==> config.mk <==
export PLATFORM = sky130hd
export DESIGN_NAME = rxto_idle_timeout
export DESIGN_NICKNAME = d
export VERILOG_FILES = /design/src/rtl/rxto_pkg.sv /design/src/rtl/rxto_counter.sv /design/src/rtl/rxto_status.sv /design/src/rtl/rxto_idle_timeout.sv
export SDC_FILE = /design/constraint.sdc
export NUM_CORES = 1
export LEC_CHECK = 0
export BUFFER_PORTS_ARGS = -buffer_cell sky130_fd_sc_hd__buf_2
export CAP_MARGIN = 20
export CORE_UTILIZATION = 45
export DETAILED_ROUTE_END_ITERATION = 16
export GPL_ROUTABILITY_DRIVEN = 0
export PLACE_DENSITY = 0.68
export SYNTH_ARGS = -nofsm -noshare
export SYNTH_HDL_FRONTEND = slang
export SYNTH_SLANG_ARGS = --single-unit
==> constraint.sdc <==
create_clock -name clk -period 2.07 [get_ports clk]
set_input_delay 0.207 -clock clk [delete_from_list [all_inputs] [get_ports clk]]
set_output_delay 0.207 -clock clk [all_outputs]
set_load 0.1 [all_outputs]
==> src/rtl/rxto_pkg.sv <==
package rxto_pkg;

    // Why the idle counter is forced to zero this cycle
    typedef enum logic [1:0] {
        CLR_NONE  = 2'd0,
        CLR_OFF   = 2'd1,
        CLR_PUSH  = 2'd2,
        CLR_DRAIN = 2'd3
    } clr_cause_e;

    localparam int RXTO_DEF_CNT_W = 7;

endpackage

==> src/rtl/rxto_counter.sv <==
module rxto_counter
    import rxto_pkg::*;
#(
    parameter int CNT_W = RXTO_DEF_CNT_W
) (
    input  logic             clk,
    input  logic             rst_n,
    input  logic             baud_tick,
    input  logic             rx_push,
    input  logic             rx_pop,
    input  logic             fifo_empty,
    input  logic             cnt_en,
    input  logic [CNT_W-1:0] cmp,
    output logic             hit
);

    typedef struct packed {
        logic [CNT_W-1:0] cnt;
    } cnt_state_t;

    cnt_state_t state_d, state_q;
    clr_cause_e cause;
    logic       step;
    logic [CNT_W-1:0] cnt_inc;

    always_comb begin
        if (!cnt_en)                    cause = CLR_OFF;
        else if (rx_push)               cause = CLR_PUSH;
        else if (rx_pop && fifo_empty)  cause = CLR_DRAIN;
        else                            cause = CLR_NONE;
    end

    always_comb begin
        state_d = state_q;
        cnt_inc = state_q.cnt + 1'b1;
        // Count only with data waiting and below the compare value
        step    = (cause == CLR_NONE) && baud_tick && !fifo_empty
                  && (state_q.cnt < cmp);
        hit     = 1'b0;
        if (cause != CLR_NONE) begin
            state_d.cnt = '0;
        end else if (step) begin
            state_d.cnt = cnt_inc;
            hit         = (cnt_inc == cmp);
        end
    end

    always_ff @(posedge clk or negedge rst_n) begin
        if (!rst_n) state_q <= '0;
        else        state_q <= state_d;
    end

    // disabled counter sits at zero
    assert_off_clears_R2: assert property (@(posedge clk) disable iff (!rst_n)
        !cnt_en |=> state_q.cnt == '0);
    // a new word restarts the count, even with a tick
    assert_push_clears_R4: assert property (@(posedge clk) disable iff (!rst_n)
        (cnt_en && rx_push) |=> state_q.cnt == '0);
    // draining read clears the count
    assert_drain_clears_R5: assert property (@(posedge clk) disable iff (!rst_n)
        (cnt_en && !rx_push && rx_pop && fifo_empty) |=> state_q.cnt == '0);
    // without a tick or clear the count holds
    assert_hold_no_tick_R3: assert property (@(posedge clk) disable iff (!rst_n)
        (cnt_en && !rx_push && !(rx_pop && fifo_empty) && !baud_tick)
        |=> $stable(state_q.cnt));
    // at or past the compare value the count stops
    assert_stop_at_cmp_R7: assert property (@(posedge clk) disable iff (!rst_n)
        (cnt_en && !rx_push && !(rx_pop && fifo_empty) && state_q.cnt >= cmp)
        |=> $stable(state_q.cnt));
    // zero compare never produces an event
    assert_zero_cmp_silent_R9: assert property (@(posedge clk) disable iff (!rst_n)
        (cmp == '0) |-> !hit);

endmodule

==> src/rtl/rxto_status.sv <==
module rxto_status (
    input  logic clk,
    input  logic rst_n,
    input  logic hit,
    input  logic sts_clr,
    input  logic irq_en,
    output logic sts,
    output logic irq
);

    typedef struct packed {
        logic flag;
    } sts_state_t;

    sts_state_t state_d, state_q;

    always_comb begin
        state_d = state_q;
        if (hit)          state_d.flag = 1'b1;   // event wins over clear
        else if (sts_clr) state_d.flag = 1'b0;
    end

    always_ff @(posedge clk or negedge rst_n) begin
        if (!rst_n) state_q <= '0;
        else        state_q <= state_d;
    end

    assign sts = state_q.flag;
    assign irq = state_q.flag & irq_en;

    // an event sets the flag on the next edge
    assert_set_on_hit_R6: assert property (@(posedge clk) disable iff (!rst_n)
        hit |=> sts);
    // flag is sticky without a clear
    assert_sticky_R6: assert property (@(posedge clk) disable iff (!rst_n)
        (sts && !sts_clr) |=> sts);
    // a clear without an event drops the flag
    assert_clear_works_R6: assert property (@(posedge clk) disable iff (!rst_n)
        (sts_clr && !hit) |=> !sts);

endmodule

==> src/rtl/rxto_idle_timeout.sv <==
module rxto_idle_timeout
    import rxto_pkg::*;
#(
    parameter int CNT_W = RXTO_DEF_CNT_W
) (
    input  logic             clk,
    input  logic             rst_n,
    input  logic             baud_tick,
    input  logic             rx_push,
    input  logic             rx_pop,
    input  logic             fifo_empty,
    input  logic             cfg_en,
    input  logic [CNT_W-1:0] cfg_cmp,
    input  logic             irq_en,
    input  logic             sts_clr,
    output logic             sts_timeout,
    output logic             irq
);

    logic hit;

    rxto_counter #(.CNT_W(CNT_W)) u_counter (
        .clk        (clk),
        .rst_n      (rst_n),
        .baud_tick  (baud_tick),
        .rx_push    (rx_push),
        .rx_pop     (rx_pop),
        .fifo_empty (fifo_empty),
        .cnt_en     (cfg_en),
        .cmp        (cfg_cmp),
        .hit        (hit)
    );

    rxto_status u_status (
        .clk     (clk),
        .rst_n   (rst_n),
        .hit     (hit),
        .sts_clr (sts_clr),
        .irq_en  (irq_en),
        .sts     (sts_timeout),
        .irq     (irq)
    );

    // interrupt never fires while masked
    assert_irq_masked_R8: assert property (@(posedge clk) disable iff (!rst_n)
        (!irq_en) |-> !irq);

endmodule

======== After elaboration in Yosys (flattened, before gate mapping) ========
Index checks and enable logic that the tools add are counted.
storage, ports and cells
  flip-flop bits (word level) ............. 8
  output and inout bits ................... 2
cells by class
  bitwise gates (word level) .............. 1
  reduce and logical (&&, ||, !) cells .... 9
  eq/ne operators ......................... 1
  add/subtract/negate cells ............... 1
  order comparisons ....................... 1
  mux-type cells .......................... 9
operators with widths
  cell                                         count
  2-to-1 mux 7 bit                             2
  adder 7 x 1 -> 7 bit, second input constant  1
  == test 7 bit                                1
  < comparator 7 bit                           1
  2-to-1 mux 2 bit                             3
  nonzero test 2 bit                           3
  logical AND 1 bit                            4
  2-to-1 mux 1 bit                             4
  logical NOT 2 bit                            1
  AND 1 bit                                    1
  logical NOT 1 bit                            1

======== Longest topological paths before layout ========
  word-level depth ........................ 11
  mapped depth ............................ 6

======== By module ========
From an unflattened synthesis, not the netlist that was laid out.
unflattened totals
  cells, all modules ...................... 94
  area total of the unflattened synthesis .. 768.2 um^2
modules (own cells, without submodules)
  module        instances  cells an instance  area an instance (um^2)  seq. area each (um^2)
  rxto_counter  1          90                 725.7                    175.2
  rxto_status   1          4                  42.5                     25.0

======== Least setup slack after synthesis ========
No wires, ideal clock.
  path type ............................... register to output
  start point ............................. reg u_status.state_q, in the netlist u_status.sts
  end point ............................... out irq
  arrival time ............................ 1.778 ns
  setup slack ............................. 0.085 ns
  cell stages (with the launch flop) ...... 2
  path through ............................ dfrtp_1 and2_1
on the way
  longest elaborated chain between the ends .. 1
ends and longest elaborated chain
  item                    line                     RTL
  from (decl)             rxto_status.sv:15        sts_state_t state_d, state_q;
  from (signal assigned)  rxto_status.sv:25        else state_q <= state_d;
  AND 1 bit               rxto_status.sv:29        assign irq = state_q.flag & irq_en;
  to (decl)               rxto_idle_timeout.sv:17  output logic irq
No other way between the ends.

======== Worst setup path after layout ========
  start point ............................. reg u_counter.state_q[0] (netlist name)
  end point ............................... reg u_status.state_q, in the netlist u_status.sts
on the way
  longest elaborated chain between the ends .. 5
  elaborated cells on any way between the ends .. 8
ends and longest elaborated chain
  item                                                               line                                    RTL
  from (decl)                                                        rxto_counter.sv:21                      cnt_state_t state_d, state_q;
  from (signal assigned)                                             rxto_counter.sv:50                      else state_q <= state_d;
  adder 7 x 1 -> 7 bit / < comparator 7 bit (equally long branches)  rxto_counter.sv:35, rxto_counter.sv:38
  == test 7 bit / logical AND 1 bit (equally long branches)          rxto_counter.sv:44, rxto_counter.sv:38
  2-to-1 mux 1 bit (*)                                               rxto_counter.sv:42                      end else if (step) begin
  2-to-1 mux 1 bit (*)                                               rxto_counter.sv:40                      if (cause != CLR_NONE) begin
  2-to-1 mux 1 bit / nonzero test 2 bit (equally long branches)      --
Every way passes the cells marked *; elsewhere a longest branch is shown, timed or not.
A chain may end at the register's enable or synchronous reset.

==> impl_metrics.yaml <==
logic_synthesis:
  synth.cell_area_um2: 828
  synth_commonest_cells: "dfrtp_1 (8), ha_1 (8), inv_1 (8)"
  ys_types: 38
  ys_warn_count: 0
  ys_top_cells_by_area: "dfrtp_1 (24%), ha_1 (12%), xor2_1 (5.3%), inv_1 (3.6%), o211ai_1 (3.6%)"
  avgSynthCellArea_um2: 8.81
  synthCells: 94
  synth_seq_area_share: 0.242
  synth_seq_cells: 8
  async_flop_share: 1.00
  synth_fp_nets: 118
  ys.flop_type: "dfrtp_1"
  synth_edf_count: 0
  yosysTopAreaCellShare: 0.242
  synth_top_cell_by_area: "dfrtp_1"
detailed_routing:
  drt_first_pass_iters: 4
  wl_per_cell_um: 13.6
  drt_wl_total_um: 1920
  avgViaCountPerCell: 5.71
  antenna_left: 0
  vias: 805
  first_iter_violations: 25
  drc: 0
setup_path:
  end_kind: "flip-flop"
  critPathMaxFanout: 6
  arrival_ns: 2.03
  start_kind: "flip-flop"
  critical_path_required_ns: 2.22
  crit_type: "reg -> reg"
global_route:
  gr-usage-all-layers: 0.217
  grt_pass1_vias: 664
  grt_max_degree: 10
  grt_pass1_wl_um: 3010
  antenna_found_initial: 0
  gr-total-overflow: 0
clock_network:
  clockRootBuffer: "clkbuf_4"
  ctsResizeCount: 0
  clockBufferDepth: 2
  clock-sinks: 8
  tritoncts: "done"
  cts.clk_slew.worst_paths_ns: 0.05
  htree_num_levels: 1
  cts_made_buffers: 3
  post_cts_buffers: 0
  insertion_delay_ns: 0.25
timing:
  hold_ws_ns: 0.222
  skew_ns: 0.00299
  final.setup.tns_ns: 0
  worst_pin_slew_ns: 0.605
  finalSetupViolations: 0
  fmax_mhz: 531
  hold_violations: 0
  finalCriticalPeriod_ns: 1.88
  period_share: 0.911
  maxSlewHeadroom: 0.597
  drv_slew: 0
  rsz0062_at_grt: "false"
floorplanning:
  rows: 15
  initial_core_util: 0.480
  die_h_um: 44.9
  die-area_um2: 2020
  coreArea_um2: 1730
  ioPinCount: 18
  die_x_um: 44.9
hold_path:
  hp-class: "in -> reg"
final_layout:
  num_antenna_cells: 0
  drive_gt1_frac: 0.241
  postLayoutCoreUtil: 0.568
  layout.nets: 142
  syn_to_final_growth_pct: 18.4
power_and_ir_drop:
  power_leakage_nw: 0.457
  switching_share: 0.244
  vdd_drop_max_mv: 0.288
  cellPowerDensity_nw_per_um2: 339
  p_switching_uw: 81.2
  comb_power_share: 0.179
  p_seq_frac: 0.476
  power.internal_uw: 252
  clkPwrFrac: 0.345
status:
  status: "complete, no violations"
placed_design:
  io_buffer_count: 17
  detailed_place_hpwl_um: 1570
run:
  cap_violations: 0
## state kept, by name, indices dropped and copies added (netlist names)
register and cells:
u_counter.state_q 7, u_status.sts 1
## area by class of cell
class / count / area [um^2]
fillers: 162 / 746
well taps: 25 / 31.3
multi-input cells: 76 / 579
repair buffers: 21 / 118
flip-flops and latches: 8 / 200
inverters: 8 / 30.0
clock buffers: 3 / 22.5
## power by group through the flow
stage | Combinational (mW) | Sequential [mW] | Clock [mW]
2_1_floorplan | 0.0302 | 0.161 | 0
3_3_place_gp | 0.0573 | 0.161 | 0
3_5_place_dp | 0.0575 | 0.161 | 0
4_1_cts | 0.0594 | 0.159 | 0.121
5_1_grt | 0.0664 | 0.159 | 0.126
6_report | 0.0596 | 0.159 | 0.115
## logic make-up after synthesis
group | share of synthesized area
AOI/OAI and AO/OA | 0.258
xor gates and xnor gates | 0.0906
adders and majority gates | 0.121
buffers and inverters | 0.0589
DFF | 0.242
and+or+nand+nor | 0.230
## metrics by stage
stage | power (mW) | cells | instance area, um^2 | worst slack [ns]
after detailed placement | 0.219 | 137 | 948 | 0.167
final | 0.333 | 141 | 981 | 0.185
after global placement | 0.219 | 137 | 948 | 0.191
after global routing | 0.351 | 141 | 981 | 0.0748
after floorplan | 0.191 | 94 | 828 | 0.0854
after CTS | 0.339 | 141 | 981 | 0.149
## worst paths after layout
path	start	to	slack (ns)	cells past startpoint
hold / removal	sts_clr	u_status.sts$_DFFE_PN0P_	0.22	3
setup / recovery	u_counter.state_q[0]$_DFFE_PN0P_	u_status.sts$_DFFE_PN0P_	0.19	5
max in group asynchronous	rst_n	u_counter.state_q[6]$_DFFE_PN0P_	1.57	2
setup reg to reg	u_counter.state_q[0]$_DFFE_PN0P_	u_status.sts$_DFFE_PN0P_	0.19	5
min in group asynchronous	rst_n	u_counter.state_q[2]$_DFFE_PN0P_	0.33	2
hold reg to reg	u_status.sts$_DFFE_PN0P_	u_status.sts$_DFFE_PN0P_	0.52	2
## worst max-delay path: stages, from the launching register on
cell	delay [ns]
dfrtp_1	0.43
ha_1	0.36
xor2_1	0.17
a2111oi_1	0.37
o2111ai_1	0.20
o31ai_1	0.26
## cell usage in the layout (no fill, tap or decap), types with 2 or more instances in the layout
master    count
buf_2        17
inv_1         8
ha_1          8
dfrtp_1       8
nand2_1       6
xor2_1        5
a21oi_1       4
o211ai_1      4
o21ai_1       4
o21ai_0       4
nand3_1       4
nor2b_1       3
nand2b_1      3
clkbuf_4      3
buf_4         3
nand4_1       2
or3_1         2
a31o_1        2
nor3b_1       2
nor3_1        2
o31ai_1       2
and3_1        2
## layer usage
layer	GRT usage	wire, um	up-vias
li1	-	-	397
met1	0.283	898	388
met2	0.347	925	18
met3	0.0360	75	2
met4	0.109	18	0
met5	0	0	-
## timing repair
item	in CTS	in global routing
hold buffers	1	0
endpoints found under the setup margin	0	0
hold endpoints to repair	8	0
(Power assumes the default switching activity.)
